## config.mk

```make
export PLATFORM = sky130hd
export DESIGN_NAME = sev_irq_agg
export DESIGN_NICKNAME = d
export VERILOG_FILES = /design/src/rtl/sia_pkg.sv /design/src/rtl/sia_capture.sv /design/src/rtl/sia_group_regs.sv /design/src/rtl/sia_severity.sv /design/src/rtl/sev_irq_agg.sv
export SDC_FILE = /design/constraint.sdc
export NUM_CORES = 2
export LEC_CHECK = 0
export BUFFER_PORTS_ARGS = -buffer_cell sky130_fd_sc_hd__buf_2
export CORE_MARGIN = 3
export CORE_UTILIZATION = 23
export DETAILED_ROUTE_END_ITERATION = 7
export GPL_TIMING_DRIVEN = 0
export SYNTH_ARGS = -nofsm -noshare
export SYNTH_HDL_FRONTEND = slang
export SYNTH_SLANG_ARGS = --single-unit
export TNS_END_PERCENT = 50
```

## constraint.sdc

```tcl
create_clock -name clk -period 4.9 [get_ports clk]
set_clock_uncertainty 0.15 [all_clocks]
set_input_delay 1.47 -clock clk [delete_from_list [all_inputs] [get_ports clk]]
set_output_delay 1.47 -clock clk [all_outputs]
set_load 0.05 [all_outputs]
```

## src/rtl/sia_pkg.sv

```systemverilog
package sia_pkg;

   localparam logic [5:0] OFF_CAUSE  = 6'h00;
   localparam logic [5:0] OFF_INJECT = 6'h08;
   localparam logic [5:0] OFF_IMASK  = 6'h10;
   localparam logic [5:0] OFF_UNMASK = 6'h18;
   localparam logic [5:0] OFF_STATUS = 6'h20;
   localparam logic [5:0] OFF_CTRL   = 6'h28;
   localparam logic [5:0] OFF_SEVM0  = 6'h2C;
   localparam logic [5:0] OFF_EDGE   = 6'h3C;

   localparam int NUM_SEV = 4;

   typedef enum logic [1:0] {
      SEV_ERR   = 2'd0,
      SEV_ABORT = 2'd1,
      SEV_FATAL = 2'd2,
      SEV_LOG   = 2'd3
   } sev_e;

   typedef struct packed {
      logic        we;
      logic [5:0]  off;
      logic [31:0] wd;
   } reg_wr_t;

   function automatic logic [5:0] sev_mask_off(input int s);
      return OFF_SEVM0 + 6'(4 * s);
   endfunction

endpackage

```

## src/rtl/sia_capture.sv

```systemverilog
module sia_capture #(
   parameter int W = 32
) (
   input  logic         clk,
   input  logic         rst_n,
   input  logic [W-1:0] trig_i,
   input  logic [W-1:0] edge_sel_i,
   input  logic [W-1:0] imask_i,
   input  logic         clr_we_i,
   input  logic [W-1:0] clr_keep_i,
   input  logic [W-1:0] sw_set_i,
   output logic [W-1:0] cause_o,
   output logic [W-1:0] samp_o,
   output logic [W-1:0] hw_set_o
);

   logic [W-1:0] prev_q;
   logic [W-1:0] cause_q;
   logic [W-1:0] fire;
   logic [W-1:0] kept;

   generate
      for (genvar b = 0; b < W; b++) begin : g_bit
         assign fire[b] = edge_sel_i[b] ? (trig_i[b] & ~prev_q[b]) : trig_i[b];
      end
   endgenerate

   assign hw_set_o = fire & ~imask_i;
   assign kept     = clr_we_i ? (cause_q & clr_keep_i) : cause_q;

   always_ff @(posedge clk or negedge rst_n) begin
      if (!rst_n) begin
         prev_q  <= '0;
         cause_q <= '0;
      end else begin
         prev_q  <= trig_i;
         cause_q <= kept | sw_set_i | hw_set_o;
      end
   end

   assign cause_o = cause_q;
   assign samp_o  = prev_q;

endmodule

```

## src/rtl/sia_group_regs.sv

```systemverilog
module sia_group_regs
   import sia_pkg::*;
#(
   parameter int          W        = 32,
   parameter logic [31:0] CTRL_RST = 32'h1
) (
   input  logic                          clk,
   input  logic                          rst_n,
   input  reg_wr_t                       wr_i,
   output logic [W-1:0]                  imask_o,
   output logic [W-1:0]                  edge_o,
   output logic [31:0]                   ctrl_o,
   output logic [NUM_SEV-1:0][W-1:0]     sevmask_o,
   output logic                          clr_we_o,
   output logic [W-1:0]                  sw_set_o
);

   logic [W-1:0] imask_q;
   logic [W-1:0] edge_q;
   logic [31:0]  ctrl_q;
   logic [W-1:0] wd_g;

   assign wd_g = wr_i.wd[W-1:0];

   always_ff @(posedge clk or negedge rst_n) begin
      if (!rst_n) begin
         imask_q <= '1;
         edge_q  <= '0;
         ctrl_q  <= CTRL_RST;
      end else if (wr_i.we) begin
         if (wr_i.off == OFF_IMASK)  imask_q <= wd_g;
         if (wr_i.off == OFF_UNMASK) imask_q <= imask_q & wd_g;
         if (wr_i.off == OFF_EDGE)   edge_q  <= wd_g;
         if (wr_i.off == OFF_CTRL)   ctrl_q  <= wr_i.wd;
      end
   end

   generate
      for (genvar s = 0; s < NUM_SEV; s++) begin : g_sevm
         logic [W-1:0] m_q;
         always_ff @(posedge clk or negedge rst_n) begin
            if (!rst_n)
               m_q <= '1;
            else if (wr_i.we && wr_i.off == sev_mask_off(s))
               m_q <= wd_g;
         end
         assign sevmask_o[s] = m_q;
      end
   endgenerate

   assign imask_o  = imask_q;
   assign edge_o   = edge_q;
   assign ctrl_o   = ctrl_q;
   assign clr_we_o = wr_i.we && (wr_i.off == OFF_CAUSE);
   assign sw_set_o = (wr_i.we && wr_i.off == OFF_INJECT) ? wd_g : '0;

endmodule

```

## src/rtl/sia_severity.sv

```systemverilog
module sia_severity #(
   parameter int W    = 32,
   parameter int NSEV = 4
) (
   input  logic                       clk,
   input  logic                       rst_n,
   input  logic [W-1:0]               cause_i,
   input  logic [NSEV-1:0][W-1:0]     mask_i,
   output logic [NSEV-1:0]            sev_o
);

   generate
      for (genvar s = 0; s < NSEV; s++) begin : g_sev
         logic q;
         always_ff @(posedge clk or negedge rst_n) begin
            if (!rst_n) q <= 1'b0;
            else        q <= |(cause_i & ~mask_i[s]);
         end
         assign sev_o[s] = q;
      end
   endgenerate

endmodule

```

## src/rtl/sev_irq_agg.sv

```systemverilog
module sev_irq_agg
   import sia_pkg::*;
#(
   parameter int          NUM_GRP  = 4,
   parameter int          GRP_W    = 32,
   parameter int          ADDR_W   = 8,
   parameter logic [31:0] CTRL_RST = 32'h1
) (
   input  logic                     clk,
   input  logic                     rst_n,
   input  logic                     psel,
   input  logic                     penable,
   input  logic                     pwrite,
   input  logic [ADDR_W-1:0]        paddr,
   input  logic [31:0]              pwdata,
   output logic [31:0]              prdata,
   input  logic [NUM_GRP*GRP_W-1:0] trig_i,
   output logic [NUM_GRP-1:0]       err_o,
   output logic [NUM_GRP-1:0]       abort_o,
   output logic [NUM_GRP-1:0]       fatal_o,
   output logic [NUM_GRP-1:0]       log_o
);

   localparam int GIDX_W  = ADDR_W - 6;
   localparam int MIN_AW  = 6 + ((NUM_GRP > 1) ? $clog2(NUM_GRP) : 1);

   generate
      if (GRP_W < 1 || GRP_W > 32) begin : g_bad_w
         $error("GRP_W must lie in 1..32");
      end
      if (NUM_GRP < 1) begin : g_bad_n
         $error("NUM_GRP must be at least 1");
      end
      if (ADDR_W < MIN_AW) begin : g_bad_a
         $error("ADDR_W too small for NUM_GRP groups at 0x40 stride");
      end
   endgenerate

   function automatic logic [31:0] widen(input logic [GRP_W-1:0] v);
      logic [31:0] r;
      r = '0;
      r[GRP_W-1:0] = v;
      return r;
   endfunction

   logic              wr_en;
   logic [GIDX_W-1:0] grp_idx;
   logic [5:0]        off;

   assign wr_en   = psel & penable & pwrite;
   assign grp_idx = paddr[ADDR_W-1:6];
   assign off     = paddr[5:0];

   logic [NUM_GRP-1:0][GRP_W-1:0] cause_all;
   logic [NUM_GRP-1:0][GRP_W-1:0] samp_all;
   logic [NUM_GRP-1:0][GRP_W-1:0] hw_set_all;
   logic [NUM_GRP-1:0][GRP_W-1:0] sw_set_all;
   logic [NUM_GRP-1:0][GRP_W-1:0] imask_all;
   logic [NUM_GRP-1:0][GRP_W-1:0] edge_all;
   logic [NUM_GRP-1:0][GRP_W-1:0] errmask_all;
   logic [31:0]                   rd_g [NUM_GRP];

   generate
      for (genvar g = 0; g < NUM_GRP; g++) begin : g_grp
         reg_wr_t                        wr;
         logic                           clr_we;
         logic [31:0]                    ctrl;
         logic [NUM_SEV-1:0][GRP_W-1:0]  sevm;
         logic [NUM_SEV-1:0]             sev;

         assign wr.we  = wr_en && (grp_idx == GIDX_W'(g));
         assign wr.off = off;
         assign wr.wd  = pwdata;

         sia_group_regs #(
            .W        (GRP_W),
            .CTRL_RST (CTRL_RST)
         ) u_regs (
            .clk       (clk),
            .rst_n     (rst_n),
            .wr_i      (wr),
            .imask_o   (imask_all[g]),
            .edge_o    (edge_all[g]),
            .ctrl_o    (ctrl),
            .sevmask_o (sevm),
            .clr_we_o  (clr_we),
            .sw_set_o  (sw_set_all[g])
         );

         sia_capture #(
            .W (GRP_W)
         ) u_cap (
            .clk        (clk),
            .rst_n      (rst_n),
            .trig_i     (trig_i[g*GRP_W +: GRP_W]),
            .edge_sel_i (edge_all[g]),
            .imask_i    (imask_all[g]),
            .clr_we_i   (clr_we),
            .clr_keep_i (pwdata[GRP_W-1:0]),
            .sw_set_i   (sw_set_all[g]),
            .cause_o    (cause_all[g]),
            .samp_o     (samp_all[g]),
            .hw_set_o   (hw_set_all[g])
         );

         sia_severity #(
            .W    (GRP_W),
            .NSEV (NUM_SEV)
         ) u_sev (
            .clk     (clk),
            .rst_n   (rst_n),
            .cause_i (cause_all[g]),
            .mask_i  (sevm),
            .sev_o   (sev)
         );

         assign errmask_all[g] = sevm[SEV_ERR];
         assign err_o[g]   = sev[SEV_ERR];
         assign abort_o[g] = sev[SEV_ABORT];
         assign fatal_o[g] = sev[SEV_FATAL];
         assign log_o[g]   = sev[SEV_LOG];

         always_comb begin
            rd_g[g] = '0;
            case (off)
               OFF_CAUSE:              rd_g[g] = widen(cause_all[g]);
               OFF_IMASK:              rd_g[g] = widen(imask_all[g]);
               OFF_STATUS:             rd_g[g] = widen(samp_all[g]);
               OFF_CTRL:               rd_g[g] = ctrl;
               OFF_EDGE:               rd_g[g] = widen(edge_all[g]);
               sev_mask_off(SEV_ERR):   rd_g[g] = widen(sevm[SEV_ERR]);
               sev_mask_off(SEV_ABORT): rd_g[g] = widen(sevm[SEV_ABORT]);
               sev_mask_off(SEV_FATAL): rd_g[g] = widen(sevm[SEV_FATAL]);
               sev_mask_off(SEV_LOG):   rd_g[g] = widen(sevm[SEV_LOG]);
               default:                rd_g[g] = '0;
            endcase
         end
      end
   endgenerate

   always_comb begin
      prdata = '0;
      for (int g = 0; g < NUM_GRP; g++) begin
         if (grp_idx == GIDX_W'(g)) prdata = rd_g[g];
      end
   end

endmodule

```

# Word level (Yosys, flattened, before mapping)

Cells that the tools add are included.

Register bits: 1,168
Output and inout port bits: 48
Word-level logic and storage cells: 587
Input bits: 173

Equal/unequal tests: 13
Bitwise gates (word level): 314
Reduce and logical (&&, ||, !) cells: 59
Multiplexer cells: 149

Operators with widths:

| operator                                      | count |
|---|---|
| case mux 32 bit (9 select lines)              | 4 |
| AND 32 bit                                    | 28 |
| NOT 32 bit                                    | 20 |
| two-way mux 32 bit                            | 17 |
| OR reduction 32 bit                           | 16 |
| OR 32 bit                                     | 8 |
| AND 1 bit                                     | 130 |
| two-way mux 1 bit                             | 128 |
| NOT 1 bit                                     | 128 |
| == test 6 bit, second input constant          | 7 |
| logical AND 1 bit                             | 28 |
| AND reduction 2 bit                           | 12 |
| == test 6 x 5 -> 1 bit, second input constant | 2 |
| == test 6 x 4 -> 1 bit, second input constant | 1 |
| logical NOT 6 bit                             | 1 |
| == test 2 bit, second input constant          | 2 |
| == test 2 x 1 -> 1 bit, second input constant | 1 |
| logical NOT 2 bit                             | 1 |
| nonzero test 2 bit                            | 1 |

# Longest topological paths before layout

Depth after elaboration: 7
Depth in mapped cells: 10
Gate-level depth less buffers: 6

# Cells and area by module

Synthesis repeated with hierarchy kept, for this count alone.

Cells, all modules: 4,690
Area, all modules: 58,082.0 um2

By module, submodules not included:

| module         | times used | area an instance (um2) | cells each | sequential area each (um2) |
|---|---|---|---|---|
| sia_group_regs | 4          | 8,734.6                | 526        | 5,806.8 |
| sia_capture    | 4          | 2,657.5                | 227        | 1,601.5 |
| sev_irq_agg    | 1          | 9,410.3                | 1,182      | 0.0 |
| sia_severity   | 4          | 775.7                  | 124        | 100.1 |

# Worst setup path before layout

OpenSTA, ideal clock, no wires.

Kind: input-to-output
From: in paddr[3]
To: out prdata[3]
Setup slack: -1.080 ns
Stages: 7
Arrival time: 4.360 ns
Path buffers: 3
Required time: 3.280 ns
Cells stage by stage: or4_1 > buf_2 > nor2_1 > buf_2 > buf_2 > a211oi_1 > nor4b_1

Cells in the longest elaborated chain, start to end: 6
Elaborated cells on any way between the ends: 17
Those cells by class: eq/ne (8); mux (8); reduce/logical (1)

Ends and longest elaborated chain:

| item                                        | line               | RTL |
|---|---|---|
| start: declaration                          | sev_irq_agg.sv:14  | `input logic [ADDR_W-1:0] paddr,` |
| == test 6 bit, or another cell as far along | sev_irq_agg.sv:125 | `case (off)` |
| case mux 32 bit (9 select lines)            | sev_irq_agg.sv:125 |  |
| two-way mux 32 bit (3 in series)            | sev_irq_agg.sv:144 | `if (grp_idx == GIDX_W'(g)) prdata = rd_g[g];` |
| two-way mux 32 bit (*)                      | sev_irq_agg.sv:144 |  |
| end: declaration                            | sev_irq_agg.sv:16  | `output logic [31:0] prdata,` |

Mark *: on every way between the ends. The rest lies on a longest branch, timed or not.

# Worst setup path after layout

From: in paddr[6]
To: out prdata[26]

Cells in the longest elaborated chain, start to end: 5
Elaborated cells on any way between the ends: 8
Those cells by class: eq/ne (3); mux (4); reduce/logical (1)

Ends and longest elaborated chain:

| item                             | line |
|---|---|
| logical NOT 2 bit                | sev_irq_agg.sv:144 |
| two-way mux 32 bit (3 in series) | sev_irq_agg.sv:144 |
| two-way mux 32 bit (*)           | sev_irq_agg.sv:144 |

Marked as above.

==> impl_metrics.yaml <==
floorplanning:
  num_io_pins: 221
  die_h_um: 495
  die_w_um: 495
  die-area_um2: 245000
  core_region_area_um2: 237000
  rows: 178
  initial_core_util_pct: 23.3
worst_setup_path:
  r2r-start: "g_grp[1].u_cap.cause_o[22]$_DFF_PN0_"
  r2r_cells: 5
  end_kind: "primary output"
  timing_worst_setup_path_type: "input port to primary output"
  required_ps: 3280
  reg2reg_slack_ps: 1610
  regToRegEndpoint: "g_grp[1].u_sev.g_sev[1].q$_DFF_PN0_"
  worstPathArrival_ps: 4120
  worstPathMaxFanout: 10
  start_kind: "input port"
status:
  status: "finished, violations left"
  violations: "max-capacitance violations, max-slew violations, negative setup slack"
cells_and_area:
  fin_nets: 5213
  final_area_um2: 70800
  drive_above_1_share_pct: 49.0
  area_growth_pct: 28.6
place:
  place_worst_setup_slack_ps: -3270
  dp.final_hpwl_mm: 287
  gp_congestion: 1.05
  numPortBuffers: 220
  place_area_um2: 60600
cts:
  cts.htree.levels: 4
  cts-buffers-inserted: 139
  cts_tree: "yes"
  clock_path_buffers: 3
  cts_sinks: 1168
  clock_latency_ps: 850
  cts.root.buffer_cell: "clkbuf_16"
  clkSlewWorstSetupHoldPaths_ps: 60
min_path:
  min_path_cells: 1
  hold_path_class: "register to register"
  min_from: "g_grp[2].u_regs.ctrl_o[18]$_DFFE_PN0P_"
  hold_end: "g_grp[2].u_regs.ctrl_o[18]$_DFFE_PN0P_"
timing:
  setup_slack_ps: -842
  max_freq_mhz: 174
  hold_violations: 0
  worst_pin_slew_ps: 1530
  setup_viol: 32
  period_minus_slack_ps: 5740
  holdWs_ps: 359
  slew_viol_final: 11
  rsz0062_at_grt: "yes"
  slew_headroom_pct: -1.77
  period_share_pct: 117
power_and_ir_drop:
  p_total_uw: 23500
  power.density_nw_per_um2: 333
  leakagePower_uw: 0.0289
  irDropWorstVdd_mv: 0.368
synthesis:
  synth_area_leaders: "dfstp_2 (31%), dfrtp_1 (24%), mux2_2 (16%)"
  syn_inst: 4502
  yosys.area.top_type: "dfstp_2"
  yosys_warnings: 0
  netlist_area_um2: 55000
  ys.flop_type: "dfstp_2"
  async_reset_ff_share_pct: 100
  synth_edf_count: 0
  seq_area_frac_synth_pct: 54.6
  syn_nets: 4675
  synth_top_area_share_pct: 30.7
  ys_ff_latch: 1168
  ys_types: 53
  avgSynthCellArea_um2: 12.2
route:
  ant_nets: 0
  wl_mm: 390
  viasPerCell: 6.01
  avgRoutedWirePerCell_um: 46.6
  num_vias: 50200
  drtIter0Drc: 8014
  first_pass_iters: 6
  drcViolationCount: 0
grt:
  grt_pass1_vias: 46900
  antenna_found_initial: 99
  grt_usage_pct: 30.9
  grt_overflow: 0
  grt_pass1_wl_mm: 494
  grt_max_degree: 164
job:
  max-cap-violations: 2
[worst max-delay path, cell delays in order]
cell and delay, ps:
buf_2 210, clkinv_2 370, nand2_1 360, clkbuf_2 570, a21oi_2 60, o211ai_1 210
a211oi_4 130, nor4b_4 490, buf_6 230
[cell usage after synthesis (80+ instances only)]
master    number
clkbuf_1     177
inv_1        128
dfrtp_1      524
o21ai_0      152
buf_2        153
a22oi_1      158
nand3b_1     130
mux2_2       804
o22a_1       144
nand3_1       84
o22ai_1      239
nand2_1      206
nor2_1       187
a221oi_1      91
dfstp_2      644
mux2i_1       80
a21oi_1      182
[cells by family (layout without fill, tap and decap cells)]
logic type             count (synthesis)  after routing  share of synthesized area [%]
AO/OA/AOI/OAI                       1170           1170                           14.8
buffers and inverters                505           1159                           3.97
flip-flops                          1168           1168                           54.6
multiplexers                         938            938                           20.0
other                                  0             45                              0
AND/OR/NAND/NOR                      721            721                           6.67
[power by group]
group	switching [µW]	total [µW]	internal, µW
Clock	4700	11400	6680
Sequential	242	10200	9960
Combinational	1370	1960	590
Total	6310	23500	17200
[timing repair]
item                                    in CTS  in global routing
resized for setup                          741                 71
endpoints found under the setup margin     152                 32
gates cloned                                 2                  1
pin swaps                                   87                 57
hold buffers                                 0                  0
setup buffers                              125                 40
[how the worst max path moves through the flow]
stage / startpoint / endpoint / slack (ps) / depth (start not counted)
2_1_floorplan: paddr[3] / prdata[26] / -90 / 7
3_3_place_gp: rst_n / g_grp[2].u_cap.samp_o[16]$_DFF_PN0_ / -24100 / 1
3_5_place_dp: paddr[5] / prdata[21] / -3270 / 11
4_1_cts: paddr[2] / prdata[11] / -910 / 13
5_1_grt: paddr[2] / prdata[9] / -810 / 11
6_report: paddr[6] / prdata[26] / -840 / 9
[registers in the layout (all words and copies together), names as in the netlist]
signal and flops:
g_grp.u_regs.ctrl_o 128, g_grp.u_sev.g_sev.q 16, g_grp.u_regs.imask_o 128, g_grp.u_cap.cause_o 128, g_grp.u_regs.edge_o 128, g_grp.u_regs.g_sevm.m_q 512, g_grp.u_cap.samp_o 128
[layout make-up]
class                   count  area (µm²)
fillers                 24100      166000
clock inverters            45         747
multi-input cells        2829       24100
clock buffers             212        4160
plain buffers             372        3430
inverters                 130         494
flip-flops and latches   1168       30000
well taps                3150        3940
diodes                     45         113
repair buffers            400        3720
[metrics by stage]
| step | setup TNS [ps] | cells | util (%) |
|---|---|---|---|
| finish | -23250 | 8351 | 29.9 |
| global route | -21970 | 8311 | 29.9 |
| CTS | -22280 | 8268 | 29.6 |
| detailed placement | -389050 | 7888 | 25.6 |
| global placement | - | 7872 | 25.4 |
| floorplan | -362 | 4502 | - |
[layer usage]
metal	GRT usage (%)	wire length [µm]	up-vias
met3	12.2	51000	1042
met4	20.9	30300	60
met5	0.157	509	-
li1	-	-	18200
met2	41.3	153000	4157
met1	40.4	155000	26700
[placed cells by master, fill, tap and decap left out, drive strengths merged, types with 45 or more instances in the layout]
cell type / count
mux2: 811
dfstp: 644
buf: 600
dfrtp: 524
clkbuf: 382
o22ai: 239
nand2: 206
nor2: 187
a21oi: 182
a22oi: 158
o21ai: 152
o22a: 144
inv: 131
nand3b: 130
a221oi: 91
nand3: 84
mux2i: 80
a22o: 50
a222oi: 50
nor4: 50
mux4: 47
diode: 45
(Power assumes the default switching activity.)
